`src/rtl/irq_ctrl8.sv`:
```
module irq_ctrl8 #(
  parameter logic [7:0] A_EN  = 8'hA8,
  parameter logic [7:0] A_PRI = 8'hB8,
  parameter logic [7:0] A_EXL = 8'h88,
  parameter logic [7:0] A_EXH = 8'hC0
) (
  input  logic       clk,
  input  logic       rst_n,
  input  logic [3:0] ext_n,
  input  logic [2:0] tmr_req,
  input  logic       ser_req,
  input  logic       sfr_we,
  input  logic [7:0] sfr_addr,
  input  logic [7:0] sfr_wdata,
  output logic [7:0] sfr_rdata,
  input  logic       reti,
  output logic       vec_valid,
  output logic [7:0] vec,
  output logic [2:0] idx
);

  logic       ea;
  logic [7:0] en, pri;
  logic [3:0] typ, flg, s1, s2, s3;
  logic       ins_hi, ins_lo;

  wire wr_en  = sfr_we && sfr_addr == A_EN;
  wire wr_pri = sfr_we && sfr_addr == A_PRI;
  wire wr_exl = sfr_we && sfr_addr == A_EXL;
  wire wr_exh = sfr_we && sfr_addr == A_EXH;

  wire [3:0] sw_we  = {wr_exh, wr_exh, wr_exl, wr_exl};
  wire [3:0] sw_val = {sfr_wdata[5], sfr_wdata[1], sfr_wdata[3], sfr_wdata[1]};
  wire [3:0] fall   = s3 & ~s2;

  wire [7:0] req  = {flg[3], flg[2], tmr_req[2], ser_req, tmr_req[1], flg[1], tmr_req[0], flg[0]};
  wire [7:0] cand = ea ? (req & en) : 8'h00;
  wire [7:0] hi   = cand & pri;
  wire [7:0] lo   = cand & ~pri;

  wire       take_hi = (|hi) && !ins_hi;
  wire       take_lo = (|lo) && !ins_hi && !ins_lo;
  wire [7:0] pick    = take_hi ? hi : (take_lo ? lo : 8'h00);
  wire       fire    = |pick;

  logic [2:0] gidx;
  always_comb begin
    gidx = 3'd0;
    for (int i = 7; i >= 0; i--)
      if (pick[i]) gidx = 3'(i);
  end

  wire [3:0] svc = {fire && gidx == 3'd7, fire && gidx == 3'd6,
                    fire && gidx == 3'd2, fire && gidx == 3'd0};

  always_ff @(posedge clk or negedge rst_n) begin
    if (!rst_n) begin
      ea  <= 1'b0;
      en  <= '0;
      pri <= '0;
      typ <= '0;
    end else begin
      if (wr_en) begin
        ea      <= sfr_wdata[7];
        en[5:0] <= sfr_wdata[5:0];
      end
      if (wr_pri) pri[5:0] <= sfr_wdata[5:0];
      if (wr_exl) begin
        typ[0] <= sfr_wdata[0];
        typ[1] <= sfr_wdata[2];
      end
      if (wr_exh) begin
        pri[7] <= sfr_wdata[7];
        en[7]  <= sfr_wdata[6];
        typ[3] <= sfr_wdata[4];
        pri[6] <= sfr_wdata[3];
        en[6]  <= sfr_wdata[2];
        typ[2] <= sfr_wdata[0];
      end
    end
  end

  always_ff @(posedge clk or negedge rst_n) begin
    if (!rst_n) begin
      s1  <= '1;
      s2  <= '1;
      s3  <= '1;
      flg <= '0;
    end else begin
      s1 <= ext_n;
      s2 <= s1;
      s3 <= s2;
      for (int i = 0; i < 4; i++) begin
        if (!typ[i])       flg[i] <= ~s2[i];
        else if (fall[i])  flg[i] <= 1'b1;
        else if (svc[i])   flg[i] <= 1'b0;
        else if (sw_we[i]) flg[i] <= sw_val[i];
      end
    end
  end

  always_ff @(posedge clk or negedge rst_n) begin
    if (!rst_n) begin
      ins_hi    <= 1'b0;
      ins_lo    <= 1'b0;
      vec_valid <= 1'b0;
      vec       <= '0;
      idx       <= '0;
    end else begin
      if (reti) begin
        if (ins_hi) ins_hi <= 1'b0;
        else        ins_lo <= 1'b0;
      end
      if (fire) begin
        if (take_hi) ins_hi <= 1'b1;
        else         ins_lo <= 1'b1;
        idx <= gidx;
        vec <= {2'b00, gidx, 3'b011};
      end
      vec_valid <= fire;
    end
  end

  always_comb begin
    case (sfr_addr)
      A_EN:    sfr_rdata = {ea, 1'b0, en[5:0]};
      A_PRI:   sfr_rdata = {2'b00, pri[5:0]};
      A_EXL:   sfr_rdata = {4'h0, flg[1], typ[1], flg[0], typ[0]};
      A_EXH:   sfr_rdata = {pri[7], en[7], flg[3], typ[3], pri[6], en[6], flg[2], typ[2]};
      default: sfr_rdata = 8'h00;
    endcase
  end

endmodule

```
`config.mk`:
```
export PLATFORM = sky130hd
export DESIGN_NAME = irq_ctrl8
export DESIGN_NICKNAME = d
export VERILOG_FILES = /design/src/rtl/irq_ctrl8.sv
export SDC_FILE = /design/constraint.sdc
export NUM_CORES = 1
export LEC_CHECK = 0
export ABC_AREA = 1
export BUFFER_PORTS_ARGS = -buffer_cell sky130_fd_sc_hd__buf_2
export CAP_MARGIN = 5
export CORE_MARGIN = 2
export CORE_UTILIZATION = 45
export DETAILED_ROUTE_END_ITERATION = 10
export GPL_ROUTABILITY_DRIVEN = 0
export GPL_TIMING_DRIVEN = 0
export PLACE_DENSITY = 0.68
export SYNTH_ARGS = -nofsm -noshare
export SYNTH_HDL_FRONTEND = slang
export SYNTH_SLANG_ARGS = --single-unit
export TNS_END_PERCENT = 10
```
`constraint.sdc`:
```
create_clock -name clk -period 1.9 [get_ports clk]
set_input_delay 0.095 -clock clk [delete_from_list [all_inputs] [get_ports clk]]
set_output_delay 0.095 -clock clk [all_outputs]
set_load 0.01 [all_outputs]
```
==> results of run 1 <==
[worst max-delay path: stages (launching register included)]
cell,delay [ns]
dfrtp_1,0.38
buf_6,0.14
buf_8,0.14
nand4_1,0.10
nand2_1,0.10
nor2_2,0.16
nand2_2,0.09
nand2_4,0.08
nor2_1,0.04
nand2_1,0.05
o21ai_1,0.08
nor2_2,0.20
nand2_2,0.12
nor2_4,0.15
nand2_4,0.09
buf_4,0.14
nand4_1,0.06
nand2_1,0.06
[flip-flops by register name, indices dropped and copies added, names as in the netlist]
register	count
idx	3
typ	4
vec_valid	1
flg	4
ea	1
pri	8
en	8
s3	4
ins_hi	1
vec	1
s2	4
ins_lo	1
s1	4
[report_power, final]
part	internal, mW	total [mW]	switching (mW)
Combinational	0.0870	0.212	0.125
Sequential	1.00	1.05	0.0472
Clock	0.396	0.740	0.343
Total	1.49	2.00	0.515
[final timing paths]
path | slack (ns) | end | cells after the start
worst min-delay path | 0.002 | en[7] | 3
worst max-delay path | -0.39 | flg[2] | 17
worst min register to register | 0.36 | s2[1] | 0
worst max register to register | -0.39 | flg[2] | 17
max in group asynchronous | 0.78 | flg[2] | 2
min in group asynchronous | 0.50 | ins_lo | 2
[what timing repair did]
| item | in CTS | in global routing |
|---|---|---|
| pin swaps | 12 | 14 |
| gates cloned | 0 | 0 |
| hold buffers | 6 | 0 |
| gates resized for setup | 5 | 21 |
| setup buffers | 3 | 4 |
| hold endpoints to repair | 29 | 0 |
| endpoints found under the setup margin | 11 | 18 |
[cell type report]
cell class,count,area share (%)
tap,70,2.915
clock buffer,5,2.291
buffer,11,3.124
timing repair buffer,57,11.20
multi-input combinational,197,36.15
clock inverter,3,1.541
inverter,45,5.623
sequential,44,37.15
[per-layer routing]
layer | share of wire [%] | track usage, %
met1 | 45 | 25.15
met2 | 51 | 34.69
met3 | 3.3 | 3.199
met4 | 0.95 | 5.273
met5 | 0 | 0
[per-stage QoR]
stage | worst slack (ns) | cells | total power [mW] | util (%)
2_1_floorplan | -0.05391 | 297 | 1.166 | -
3_3_place_gp | -0.3499 | 411 | 1.254 | 52.67
3_5_place_dp | -0.3708 | 411 | 1.261 | 52.67
4_1_cts | -0.3778 | 428 | 2.007 | 56.88
5_1_grt | -0.5258 | 432 | 2.091 | 58.82
6_report | -0.3889 | 432 | 2.003 | 58.82
[Yosys cell counts, drive strengths merged (2+ instances only)]
library cell / n
nor4: 4
nand4: 20
a22o: 2
dfstp: 12
nor3: 4
nand2: 73
o21ai: 28
nor2: 32
nand3: 10
dfrtp: 32
o22ai: 2
mux2: 4
inv: 45
o211ai: 2
a21oi: 6
or2: 2
buf: 10
o21bai: 2
[cell families (layout without fill, tap and decap cells)]
group,Yosys count,after routing,synth area share (%)
and+or+nand+nor,146,146,29.14
buffers and inverters,56,121,11.06
AOI/OAI and AO/OA,44,44,10.75
DFF,44,44,47.00
muxes,4,4,1.897
other,1,3,0.1579
==> metrics, run 1 <==
sequential fraction of the synthesis area 47.00%; Placement Cell Area 2690 µm²; fillers 465; CTS tree done; core area 5107 µm²; Yosys warnings 0; # setup viols final 8; Die ar. 5874 µm²; CP max FO 10; most common cell after layout, fill and taps aside nand2_1; Yosys top cell by area dfrtp_1; Post-synth EDFFs 0; wire per inst 12.96 µm; first-pass GRT wire length 9.232 mm; buffer depth of the longest clock path 2; Yosys cell types 36; Design Area, Final 3004 µm²; area of the mapped netlist 2375 µm²; worst hold slack 0.002475 ns; pwr/cell area 666.7 nW/µm²; Final period util 120.5%; Root Buffer clkbuf_8; post-DP HPWL 4.165 mm; RSZ-0062 raised after global routing true; total global-route track usage 19.71%; top_reg_cell synth dfrtp_1; Routed WL 5.599 mm; post-route ant nets 0; H-tree Lvls 2; vias in the first global route 2068; drt pass-1 iters 4; FFs w/ async S/R, synth 100.0%; First DRT Iteration DRCs 112; arrival time at the worst endpoint 2.48 ns; hold path start sfr_wdata[6]; layout net count 389; Seq cells post-synth 44; port buffer count 44; routed vias 2148; FP Rows 26; Die Y 76.65 µm; cell count after synthesis 295; I/O pins 48; Setup WS post-layout -0.3889 ns; DR DRC count 0; endpoint class of the critical path flop; kind of critical path flop to flop; Worst-Margin Slew 0.9897 ns; ant diodes 0; GRT Residual Overflow 0; status finished, violations left; Final Critical Period 2.289 ns; antenna violations before repair 0; Max Cap Viol 0; worst relative slew slack 34.02%; Slew Limit Fails 0; worst r2r src ea; most frequent cells in the layout nand2_1 (60), buf_2 (44), inv_1 (43), dfrtp_1 (32); Fmax achieved 436.9 MHz; setup_tns -1.948 ns; maximum VDD drop 554.0 µV; failing checks negative setup slack; Worst Setup SP ea; TritonCTS buffer count 5; multi-input logic area 1086 µm²; clk_skew 0.006995 ns; register clock-pin slew on the reported worst setup and hold paths 0.09 ns; Via density 4.972; CP startpoint kind flop; Yosys top cell area share 33.72%; area grow syn2layout 26.50%; largest net degree at the start of global routing 45; Hold Crit Class input pin to flop; Worst-Skew Late Latency 0.30 ns; initial core utilization 46.50%; Chip Width 76.65 µm; largest cells by area after synthesis dfrtp_1 (34%), dfstp_2 (13%), nand2_1 (11%), inv_1 (7.0%), o21ai_0 (5.3%); FF+latch area 1116 µm²; Sink Count 44; final hold vios 0; Syn Area/Cell 8.050 µm²; share of layout cells above drive strength 1 34.25%; worst endpoint required time 2.09 ns; Leak 1.567 nW
Power figures use the tool's default switching activity.
==> inputs of run 2 (changes only) <==
--- a/config.mk
+++ b/config.mk
@@ -6,14 +6,14 @@
 export NUM_CORES = 1
 export LEC_CHECK = 0
 export ABC_AREA = 1
-export BUFFER_PORTS_ARGS = -buffer_cell sky130_fd_sc_hd__buf_2
+export BUFFER_PORTS_ARGS = -buffer_cell sky130_fd_sc_hd__clkbuf_2
 export CAP_MARGIN = 5
 export CORE_MARGIN = 2
 export CORE_UTILIZATION = 45
 export DETAILED_ROUTE_END_ITERATION = 10
-export GPL_ROUTABILITY_DRIVEN = 0
 export GPL_TIMING_DRIVEN = 0
 export PLACE_DENSITY = 0.68
+export SLEW_MARGIN = 20
 export SYNTH_ARGS = -nofsm -noshare
 export SYNTH_HDL_FRONTEND = slang
 export SYNTH_SLANG_ARGS = --single-unit
==> metrics, run 2 (same netlist as run 1, synthesis figures left out) <==
Hold Crit Class input pin to flop (unchanged); Routed WL 5.375 mm (was 5.599 mm); register clock-pin slew on the reported worst setup and hold paths 0.08 ns (was 0.09 ns); ant diodes 0 (unchanged); Via density 5.000 (was 4.972); worst relative slew slack 56.83% (was 34.02%); worst endpoint required time 2.09 ns (about the same); First DRT Iteration DRCs 97 (was 112); area grow syn2layout 21.87% (was 26.50%); share of layout cells above drive strength 1 29.49% (was 34.25%); antenna violations before repair 0 (unchanged); buffer depth of the longest clock path 2 (unchanged); Max Cap Viol 0 (unchanged); initial core utilization 46.50% (unchanged); FP Rows 26 (unchanged); Design Power 1.870 mW (was 2.003 mW); most common cell after layout, fill and taps aside nand2_1 (unchanged); Chip Width 76.65 µm (unchanged); Setup WS post-layout -0.3674 ns (was -0.3889 ns); largest net degree at the start of global routing 45 (unchanged); Reg2Reg Depth 17 (unchanged); arrival time at the worst endpoint 2.46 ns (was 2.48 ns); final hold vios 0 (unchanged); post-layout util 56.66% (was 58.82%); Crit path top cell by count nand2_1 (unchanged); GPL Wtd Cong 0.8898; maximum VDD drop 643.6 µV (was 554.0 µV); Worst path depth 17 (unchanged); CP max-delay cell dfrtp_1 (unchanged); DP Worst Slack -0.3648 ns (was -0.3708 ns); Final period util 119.3% (was 120.5%); failing checks negative setup slack (unchanged); Placement Cell Area 2690 µm² (unchanged); Sink Count 44 (unchanged); TritonCTS buffer count 5 (unchanged); Root Buffer clkbuf_8 (unchanged); wire per inst 12.62 µm (was 12.96 µm); Largest delay share family, worst path simple AND/OR/NAND/NOR gates (unchanged); Worst path max stage delay 0.38 ns (about the same); vias in the first global route 1987 (was 2068); I/O pins 48 (unchanged); Die ar. 5874 µm² (unchanged); layout net count 383 (was 389); post-route ant nets 0 (unchanged); Largest regs en: 8 flops, pri: 8 flops (unchanged); Worst-Margin Slew 0.6422 ns (was 0.9897 ns); Final Critical Period 2.267 ns (was 2.289 ns); crit-path cells buf_6, buf_8, nand4_1, nand2_1, nor2_2, a21oi_1, nand2_1, nor2_1, nor2_1, and2_4, nand2_2, nor2_4, nand2_2, nand2_1, nand3_1, nand3_1, nand2_1 (was buf_6, buf_8, nand4_1, nand2_1, nor2_2, nand2_2, nand2_4, nor2_1, nand2_1, o21ai_1, nor2_2, nand2_2, nor2_4, nand2_4, buf_4, nand4_1, nand2_1); worst path buffer plus inverter count 2 (was 3); routed vias 2130 (was 2148); status finished, violations left (unchanged); CP startpoint kind flop (unchanged); post-DP HPWL 4.185 mm (was 4.165 mm); GRT Residual Overflow 0 (unchanged); clk_skew 0.006630 ns (was 0.006995 ns); Slew Limit Fails 0 (unchanged); core area 5107 µm² (unchanged); H-tree Lvls 2 (unchanged); drt pass-1 iters 4 (unchanged); kind of critical path flop to flop (unchanged); # setup viols final 8 (unchanged); Leak 1.509 nW (was 1.567 nW); Die Y 76.65 µm (unchanged); endpoint class of the critical path flop (unchanged); first-pass GRT wire length 9.018 mm (was 9.232 mm); post-CTS setup buffers 0 (was 3); most frequent cells in the layout nand2_1 (65), inv_1 (43), clkbuf_2 (43), dfrtp_1 (32) (was nand2_1 (60), buf_2 (44), inv_1 (43), dfrtp_1 (32)); DR DRC count 0 (unchanged); Fmax achieved 441.0 MHz (was 436.9 MHz); pwr/cell area 646.1 nW/µm² (was 666.7 nW/µm²); CP max FO 10 (unchanged); Design Area, Final 2894 µm² (was 3004 µm²); Worst-Skew Late Latency 0.30 ns (about the same); Worst Hold Depth 3 (unchanged); CTS tree done (unchanged); worst hold slack 0.03473 ns (was 0.002475 ns); RSZ-0062 raised after global routing true (unchanged); total global-route track usage 19.28% (was 19.71%); port buffer count 44 (unchanged); fillers 490 (was 465)
==> run 2: cell type report <==
cell class / count / area (µm²) / share of cell area (%)
timing repair buffer: 51 / 292.8 / 10.12
buffer: 11 / 93.84 / 3.243
clock inverter: 2 / 15.01 / 0.5188
sequential: 44 / 1116 / 38.56
tap: 70 / 87.58 / 3.026
inverter: 45 / 168.9 / 5.837
clock buffer: 6 / 82.58 / 2.853
multi-input combinational: 197 / 1037 / 35.84
==> run 2: report_power, final <==
group / leakage (nW) / switching [mW] / internal [mW]
combinational: 0.955 / 0.120 / 0.0866
sequential: 0.511 / 0.0443 / 1.00
clock: 0.0434 / 0.320 / 0.294
==> run 2: per-stage QoR <==
step	TNS [ns]	cells
after floorplan	-0.1348	297
after global placement	-1.601	411
after detailed placement	-1.912	411
after CTS	-1.638	425
after global routing	-2.921	426
final	-1.645	426
==> run 2: repair_timing <==
| item | CTS | global route |
|---|---|---|
| resized for setup | 8 | 1 |
| endpoints found under the setup margin | 12 | 9 |
| pin swaps | 3 | 3 |
| hold endpoints to repair | 6 | 32 |
| hold buffers | 6 | 1 |
==> run 2: final timing paths <==
path / slack, ns / endpoint / startpoint
worst max-delay path: -0.37 / flg[2] / ea
worst min-delay path: 0.03 / pri[2] / sfr_wdata[2]
worst max register to register: -0.37 / flg[2] / ea
worst min register to register: 0.36 / s2[1] / s1[1]
max in group asynchronous: 1.19 / s3[3] / rst_n
min in group asynchronous: 0.32 / ins_hi / rst_n
==> run 2: tightest hold or removal path, delay by kind of cell <==
family	cells	cell delay [ns]
simple gates	1	0.05
compound gates	1	0.06
buf+inv	1	0.09
==> run 2: layer usage <==
metal / wire length, µm / global-route usage [%] / vias to the layer above
met5: 0 / 0 / -
met3: 196 / 4.265 / 8
met1: 2417 / 24.65 / 993
met4: 63 / 4.545 / 0
li1: - / - / 1070
met2: 2697 / 33.36 / 59
